<file path="src/rtl/cfg_read_window.sv">
module cfg_read_window #(
  parameter int LD_WIN = 3,
  parameter int ST_WIN = 4,
  parameter int ZW     = 16
) (
  input  logic          clk,
  input  logic          rst_n,
  input  logic          ctl_we,
  input  logic [7:0]    ctl_wdata,
  input  logic          ld_strobe,
  input  logic          st_strobe,
  input  logic [ZW-1:0] zptr,
  input  logic          ee_busy,
  input  logic [7:0]    fuse_lo_prog,
  input  logic [7:0]    fuse_hi_prog,
  input  logic [1:0]    lock_prog,
  input  logic [7:0]    pmem_data,
  output logic [7:0]    ld_data,
  output logic [7:0]    ctl_rdata
);
  localparam int CW = $clog2(LD_WIN + ST_WIN + 1);

  logic          en_q, rd_q;
  logic [CW-1:0] cnt_q;
  logic [7:0]    cfg_byte;

  wire wr_ok  = ctl_we & ~ee_busy;
  wire hit    = rd_q & ld_strobe & ~ee_busy;
  wire rd_end = rd_q & (hit | (cnt_q == CW'(LD_WIN - 1)));
  wire st_end = en_q & ~rd_q & (st_strobe | (cnt_q == CW'(ST_WIN - 1)));
  wire unused_bits = ^{ctl_wdata[7:4], ctl_wdata[2:1]};

  always_ff @(posedge clk or negedge rst_n) begin
    if (!rst_n) begin
      en_q  <= 1'b0;
      rd_q  <= 1'b0;
      cnt_q <= '0;
    end else if (wr_ok) begin
      en_q  <= ctl_wdata[0];
      rd_q  <= ctl_wdata[0] & ctl_wdata[3];
      cnt_q <= '0;
    end else if (rd_end | st_end) begin
      en_q  <= 1'b0;
      rd_q  <= 1'b0;
      cnt_q <= '0;
    end else if (en_q) begin
      cnt_q <= cnt_q + 1'b1;
    end
  end

  always_comb begin
    case (zptr)
      ZW'(0):  cfg_byte = ~fuse_lo_prog;
      ZW'(1):  cfg_byte = {6'h3F, ~lock_prog};
      ZW'(3):  cfg_byte = ~fuse_hi_prog;
      default: cfg_byte = 8'hFF;
    endcase
  end

  assign ld_data   = hit ? cfg_byte : pmem_data;
  assign ctl_rdata = {4'b0, rd_q, 2'b0, en_q};
endmodule

</file>
<file path="config.mk">
export PLATFORM = sky130hd
export DESIGN_NAME = cfg_read_window
export DESIGN_NICKNAME = d
export VERILOG_FILES = /design/src/rtl/cfg_read_window.sv
export SDC_FILE = /design/constraint.sdc
export NUM_CORES = 1
export LEC_CHECK = 0
export BUFFER_PORTS_ARGS = -buffer_cell sky130_fd_sc_hd__buf_2
export CORE_MARGIN = 3
export CORE_UTILIZATION = 36
export CTS_BUF_LIST = sky130_fd_sc_hd__clkbuf_8 sky130_fd_sc_hd__clkbuf_16
export CTS_CLUSTER_DIAMETER = 40
export CTS_CLUSTER_SIZE = 10
export DETAILED_ROUTE_END_ITERATION = 6
export PLACE_DENSITY = 0.92
export RECOVER_POWER = 100
export SETUP_SLACK_MARGIN = 0.05
export SYNTH_ARGS = -nofsm -noshare
export SYNTH_HDL_FRONTEND = slang
export SYNTH_SLANG_ARGS = --single-unit
</file>
<file path="constraint.sdc">
create_clock -name clk -period 2.1 [get_ports clk]
set_clock_uncertainty 0.1 [all_clocks]
set_input_delay 0 -clock clk [delete_from_list [all_inputs] [get_ports clk]]
set_output_delay 0 -clock clk [all_outputs]
set_load 0.02 [all_outputs]
</file>
After elaboration in Yosys (flattened, before gate mapping)
Index checks and enable logic that the tools add are counted.
{ "op_classes": {"addsub": 1, "multipliers": 0, "div_mod_pow": 0, "order_cmp": 0, "eq_ne": 4, "n_shift": 0, "n_mux": 8, "n_bitwise": 15, "n_reduce_logical": 3} }
{ "ops": {"columns": ["op", "n"], "rows": [
  ["case mux 8 bit (3 select lines)", 1],
  ["equality test 16 x 1 -> 1 bit (second input constant)", 1],
  ["equality test 16 x 2 -> 1 bit (second input constant)", 1],
  ["logical NOT 16 bit", 1],
  ["inverter 8 bit", 2],
  ["2-to-1 mux 3 bit", 3],
  ["2-to-1 mux 8 bit", 1],
  ["AND 1 bit", 7],
  ["equality test 3 x 2 -> 1 bit (second input constant)", 2],
  ["adder 3 x 1 -> 3 bit (second input constant)", 1],
  ["2-to-1 mux 1 bit", 3],
  ["OR 1 bit", 3],
  ["nonzero test 3 bit", 1],
  ["inverter 1 bit", 2],
  ["inverter 2 bit", 1],
  ["nonzero test 2 bit", 1]
]} }
{ "word_totals": {"ff_bits": 5, "latchBits": 0, "mem_bits_rw": 0, "mem_bits_ro": 0, "input_bits": 56, "out_inout_bits": 16, "wordCells": 34, "n_memories": 0} }

Longest topological paths before layout
Gate-level depths: netlist (run 1).
{ "logic_depth": {"ltp_word": 7, "mapped_depth": 5, "depth_no_buf": 5} }

Worst setup path before layout (run 1)
OpenSTA, ideal clock, no wires.
{ "synth_path": {"path_kind": "reg-to-reg", "start": "register cnt_q[0]", "end": "register cnt_q[0]", "setup_ns": 0.101, "arrival_ns": 1.174, "required_time_ns": 1.899, "slack_ns": 0.725, "stages_incl_launch_ff": 6, "n_path_buf": 0, "synth_period_minus_slack_ns": 1.375, "cell_sequence": "dfrtp_1 -> ha_1 -> ha_1 -> o21bai_1 -> nor2_1 -> nor4_1"} }
{ "synth_between": {"elab_chain_len": 6, "word_cells_on_any_way": 12, "cone_classes": "add/sub (1); eq/ne (2); mux (3); bitwise (5); reduce/logical (1)"} }
{ "synth_rtl": {"columns": ["element", "line", "source"], "rows": [
  ["start: declaration", "24", "logic [CW-1:0] cnt_q;"],
  ["start signal: assignment", "47", "cnt_q <= cnt_q + 1'b1;"],
  ["equality test 3 x 2 -> 1 bit, on equally long branches", "29, 30", null],
  ["OR 1 bit, on equally long branches", "29, 30", null],
  ["AND 1 bit, on equally long branches", "29, 30", null],
  ["OR 1 bit", "42", "end else if (rd_end | st_end) begin"],
  ["2-to-1 mux 3 bit", "42", null],
  ["2-to-1 mux 3 bit", "38", "end else if (wr_ok) begin"]
]} }
Parallel ways exist; a longest one is shown, timed or not. The select of a mux whose other input is x is not followed.
A chain may end at the register's enable or synchronous reset.

Worst setup path after layout (run 1)
{ "layout_path": {"start": "register rd_q", "end": "output port ld_data[5]"} }
{ "layout_between": {"elab_chain_len": 3} }
{ "layout_rtl": {"columns": ["element", "line", "source"], "rows": [
  ["start: declaration", "23", "logic en_q, rd_q;"],
  ["start signal: assignment", "40", "rd_q <= ctl_wdata[0] & ctl_wdata[3];"],
  ["AND 1 bit (2 in a row)", "28", "wire hit = rd_q & ld_strobe & ~ee_busy;"],
  ["2-to-1 mux 8 bit", "60", "assign ld_data = hit ? cfg_byte : pmem_data;"],
  ["end: declaration", "18", "output logic [7:0] ld_data,"]
]} }
No other way between the ends.

==> impl_metrics.py, run 1 <==
metrics = {
    "clock_network": {
        "clk-insertion-delay-late_ps": 220,
        "cts_setup_buffers": 0,
        "cts_hold_buf": 4,
        "htreeDepth": 1,
        "clockBufferDepth": 2,
        "path_clk_slew_ps": 30,
        "cts_num_sinks": 5,
        "cts_tree": "yes",
        "cts_made_buffers": 3,
        "ctsResizeCount": 0,
        "root_buffer": "clkbuf_8",
    },
    "drt": {
        "drtPass1Iterations": 4,
        "wl_um": 1920,
        "via_per_inst": 5.12,
        "dr_total_vias": 793,
        "drcViolationCount": 0,
        "wl_per_cell_um": 12.4,
        "drt_iter0_drc": 2,
        "ant_nets": 0,
    },
    "worst_setup_path": {
        "crit_start": "rd_q",
        "endpoint_kind": "output pin",
        "critical_path.max_fanout": 12,
        "cp_num_buf_inv": 1,
        "required_ps": 2000,
        "rr_startpoint": "cnt_q[0]",
        "crit_chain": "and3b_1 > nor2_1 > a31oi_1 > clkbuf_1",
        "start_kind": "flop",
        "max_stage_delay_ps": 430,
        "worstPathArrival_ps": 1520,
        "crit_slowest_cell": "and3b_1",
        "cp_top_family": "simple AND/OR/NAND/NOR gates",
        "crit_type": "flop to output pin",
    },
    "finish": {
        "n_fill_cell": 155,
        "multiInputGateArea_um2": 418,
        "diodes": 0,
        "final_util": 0.600,
        "register_area_um2": 125,
        "drive_gt1_frac": 0.396,
        "nets": 199,
        "area_growth_pct": 50.0,
    },
    "logic_synthesis": {
        "yosys.area.top_type_share": 0.198,
        "ys_async_sr_fraction": 1.00,
        "synth-edff-count": 0,
        "synth.distinct_cells": 28,
        "yosysWarnings": 0,
        "synth_ff_type": "dfrtp_1",
        "synth-seq-cells": 5,
        "yosys-top-cells-count": "buf_4, nor2_1, a22o_1, a31oi_1, nor4_1",
        "synthSimpleGateAreaFrac": 0.250,
        "synth_area_leader_cell": "dfrtp_1",
        "yosysSeqAreaShare": 0.198,
        "synth_fa_ha_area_frac": 0.0595,
        "synth_xor_area_frac": 0.0139,
        "synth_top_family_by_area": "compound AO/OA/AOI/OAI gates",
        "synth-compound-area-share": 0.274,
        "syn_avg_cell_area_um2": 7.98,
        "yosys-top-cells-area": "dfrtp_1, buf_4, a22o_1",
        "synthCells": 79,
        "yosys-mux-area-fraction": 0.0357,
        "netlist_area_um2": 631,
    },
    "timing": {
        "finalSetupViolations": 0,
        "min_period_over_period": 0.771,
        "timing_hold_violations_final": 0,
        "relSlewSlack": 0.641,
        "period_needed_ps": 1620,
        "tightest_slew_ps": 537,
        "max_freq_mhz": 618,
        "rsz0062_at_grt": "false",
        "fin_tns_setup_ps": 0,
        "slew_viol_final": 0,
    },
    "global_route": {
        "grt_pass1_wl_um": 2680,
        "grt_max_degree": 13,
        "grt_usage": 0.168,
        "overflow": 0,
        "grt_pass1_vias": 688,
        "antenna_found_initial": 0,
    },
    "die": {
        "fp.dieArea_mm2": 0.00229,
        "rows": 14,
        "initial_utilization": 0.400,
        "num_io_pins": 72,
        "coreArea_mm2": 0.00158,
        "die_w_um": 47.9,
        "die-height_um": 47.9,
    },
    "power_and_ir_drop": {
        "ir_drop_mv": 0.380,
        "p_per_area_mw_per_mm2": 510,
        "p_leak_uw": 0.000488,
    },
    "hold_path": {
        "min_from": "st_strobe",
        "hp-class": "primary input to flop",
    },
    "placement": {
        "dp_hpwl_um": 1670,
        "port-buffer-count": 59,
        "gp_congestion": 0.716,
    },
    "outcome": {
        "status": "finished clean",
    },
    "flow_run": {
        "cap_violations": 0,
    },
}
## cells by family (layout without fill, tap and decap cells)
| group | count (synthesis) | after routing |
|---|---|---|
| compound gates | 22 | 22 |
| xor+xnor | 1 | 1 |
| fa+ha+maj | 3 | 3 |
| buf+inv | 16 | 71 |
| flops | 5 | 5 |
| mux | 2 | 2 |
| other cells | 1 | 6 |
| simple gates | 29 | 29 |
## routing by layer
metal | vias to the layer above | global-route usage | part of all wire
li1 | 402 | - | -
met1 | 338 | 0.156 | 0.37
met2 | 46 | 0.332 | 0.51
met3 | 7 | 0.0226 | 0.094
met4 | 0 | 0.108 | 0.027
met5 | - | 0 | 0
## registers in the layout (all words and copies together) (netlist names)
register / cells
cnt_q: 3
rd_q: 1
en_q: 1
## power breakdown
group	switching (µW)	total, µW	internal [µW]
registers	16.1	129	113
clock network	45.4	171	125
logic	97.0	183	85.9
## final timing paths
kind	endpoint	depth (start not counted)	slack (ps)
worst max-delay path	ld_data[5]	4	480
worst min-delay path	en_q	4	9
worst max register to register	cnt_q[1]	5	600
worst min register to register	cnt_q[0]	2	500
max in group asynchronous	en_q	2	1610
min in group asynchronous	cnt_q[1]	2	70
## tightest hold or removal path, cell delays in order
cell	delay [ps]
buf_2	80
o21bai_1	70
nand2_1	80
o31ai_1	60
## layout by cell type, fill, tap and decap left out, drive strengths merged, types with 3 or more instances in the layout
cell type / n
inv: 5
a31oi: 6
nand2: 5
dlygate4sd3: 4
nor2: 9
clkbuf: 13
buf: 49
ha: 3
conb: 6
dfrtp: 5
nor4: 6
a22o: 6
## cell type report
cell class	count	share of cell area
multi-input combinational	63	0.442
timing repair buffer	63	0.341
sequential	5	0.132
clock buffer	3	0.0437
tap	16	0.0212
inverter	4	0.0159
clock inverter	1	0.00397
## stage by stage
step / hold WS [ps] / instance area (µm²) / instances / power [µW] / setup slack (ps)
finish: 8.73 / 946 / 155 / 483 / 481
global route: 66.6 / 946 / 155 / 517 / 383
CTS: 7.89 / 962 / 155 / 495 / 536
detailed placement: -277 / 877 / 147 / 313 / 577
global placement: -284 / 877 / 147 / 303 / 658
floorplan: -396 / 649 / 84 / 250 / 725
Power figures use the tool's default switching activity.
==> inputs of run 2 (changes only) <==
Settings changed: CORE_UTILIZATION 36 to 30, PLACE_DENSITY 0.92 to 0.83.
Clock period 2.1 ns to 1.4 ns, I/O delays scaled along.
==> run 2 against run 1 <==
Global-route usage grew 0.14 points. Hold slack improved by 39 ps. Power up 73%. Sequential power up 51%. Clock-buffer cell count unchanged. Highest routed layer unchanged. Worst setup slack got worse by 460 ps. First-iteration DRC count grew to 5.5 times the previous value. Cell count increased by 9.0%.
==> impl_metrics.py, run 2 (synthesis gave the netlist of run 1 again) <==
metrics = {
    "die": {
        "fp.dieArea_mm2": 0.00269,
        "die_w_um": 51.8,
        "initial_utilization": 0.339,
        "rows": 15,
        "coreArea_mm2": 0.00186,
        "die-height_um": 51.8,
        "num_io_pins": 72,
    },
    "worst_setup_path": {
        "rr_worst_depth": 5,
        "rr_endpoint": "cnt_q[1]",
        "crit_type": "flop to output pin",
        "worstPathArrival_ps": 1270,
        "r2r_slack_ps": 30,
        "max_stage_delay_ps": 410,
        "critical_path.max_fanout": 6,
        "required_ps": 1300,
        "endpoint_kind": "output pin",
        "crit_slowest_cell": "dfrtp_2",
        "crit_chain": "and3b_2 > nor2_1 > a31oi_1 > buf_2",
        "rr_startpoint": "cnt_q[0]",
        "start_kind": "flop",
    },
    "power_and_ir_drop": {
        "total_power_uw": 834,
        "p_per_area_mw_per_mm2": 749,
        "ir_drop_mv": 0.758,
        "p_leak_uw": 0.000574,
    },
    "clock_network": {
        "clockBufferDepth": 2,
        "cts_made_buffers": 3,
        "clk-insertion-delay-late_ps": 220,
        "cts_num_sinks": 5,
        "root_buffer": "clkbuf_8",
        "cts_tree": "yes",
        "path_clk_slew_ps": 30,
        "htreeDepth": 1,
    },
    "finish": {
        "reg.largest.list": "cnt_q: 3 flops, en_q: 1 flops, rd_q: 1 flops",
        "nets": 204,
        "stdcell_area_mm2": 0.00111,
        "n_fill_cell": 174,
        "largest_reg_flops": 3,
        "drive_gt1_frac": 0.563,
        "final_cells": 169,
        "area_growth_pct": 76.6,
        "regMostFlops": "cnt_q",
        "final_cell_mix": "buf_2, nor2_1, buf_4",
        "final_common_cell": "buf_2",
        "diodes": 0,
    },
    "drt": {
        "drt_iter0_drc": 11,
        "ant_nets": 0,
        "dr_total_vias": 842,
        "drtPass1Iterations": 4,
        "via_per_inst": 4.98,
        "wl_um": 2290,
        "wl_per_cell_um": 13.6,
        "drcViolationCount": 0,
    },
    "timing": {
        "tightest_slew_ps": 505,
        "finalSetupViolations": 0,
        "slew_viol_final": 0,
        "fin_tns_setup_ps": 0,
        "min_period_over_period": 0.982,
        "max_freq_mhz": 727,
        "timing_hold_violations_final": 0,
        "relSlewSlack": 0.663,
        "period_needed_ps": 1370,
        "rsz0062_at_grt": "true",
    },
    "placement": {
        "port-buffer-count": 59,
        "placed_area_um2": 896,
        "place_inst": 157,
        "dp_hpwl_um": 1750,
        "gp_congestion": 0.714,
    },
    "global_route": {
        "grt_max_degree": 9,
        "grt_pass1_vias": 843,
        "grt_usage": 0.170,
        "antenna_found_initial": 0,
        "grt_pass1_wl_um": 3350,
        "overflow": 0,
    },
    "flow_run": {
        "cap_violations": 0,
    },
    "outcome": {
        "status": "finished clean",
    },
    "hold_path": {
        "hp-class": "primary input to asynchronous set/reset pin",
    },
}
run 2: cell count changes in the layout (fill, tap and decap cells not counted), sizes merged:
cell	change
and3b	+1
buf	+14
dlygate4sd3	-1
clkbuf	-9
run 2: worst max-delay path: cells and delay by family, from the launching register on:
| family | cells | cell delay [ps] |
|---|---|---|
| flip-flops | 1 | 410 |
| AND/OR/NAND/NOR | 2 | 320 |
| AO/OA/AOI/OAI | 1 | 130 |
| buffers and inverters | 1 | 180 |
run 2: power by group:
part	internal, µW	leakage (µW)	switching [µW]
combinational	200	0.000482	183
clock	188	0.0000269	67.7
sequential	171	0.0000648	24.9
total	558	0.000574	276
run 2: metrics by stage:
| step | setup WS (ps) | hold slack, ps | utilization |
|---|---|---|---|
| 2_1_floorplan | 40.9 | -396 | - |
| 3_3_place_gp | 0.156 | -286 | 0.482 |
| 3_5_place_dp | -68.8 | -283 | 0.482 |
| 4_1_cts | -5.24 | 17.6 | 0.580 |
| 5_1_grt | -41.2 | 69.9 | 0.599 |
| 6_report | 25.0 | 48.0 | 0.599 |
run 2: worst max path at each step:
stage                  start          to  slack, ps  cells past startpoint
finish                  rd_q  ld_data[4]         30                      4
global route        cnt_q[0]        en_q        -40                      5
CTS                 cnt_q[1]    cnt_q[1]         -5                      5
detailed placement  cnt_q[0]    cnt_q[1]        -70                      5
global placement    cnt_q[0]    cnt_q[2]        0.2                      5
floorplan           cnt_q[0]    cnt_q[0]         40                      5
run 2: timing repair:
item / in CTS / in global routing
gates resized for setup: 13 / 11
hold buffers: 4 / 0
hold endpoints to repair: 7 / 0
setup buffers: 4 / 0
pin swaps: 8 / 10
gates cloned: 1 / 0
setup endpoints to repair: 12 / 13
run 2: metal layers:
layer / part of all wire / track usage / up-vias
met5: 0 / 0 / -
met4: 0.023 / 0.0961 / 0
met3: 0.11 / 0.0458 / 6
met2: 0.54 / 0.345 / 50
met1: 0.32 / 0.140 / 376
li1: - / - / 410
run 2: area by class of cell:
class | count | area (µm²) | area share
multi-input cells | 64 | 508 | 0.456
repair buffers | 67 | 388 | 0.348
flip-flops and latches | 5 | 126 | 0.113
clock buffers | 3 | 41.3 | 0.0371
well taps | 25 | 31.3 | 0.0281
inverters | 4 | 15.0 | 0.0135
clock inverters | 1 | 3.75 | 0.00337
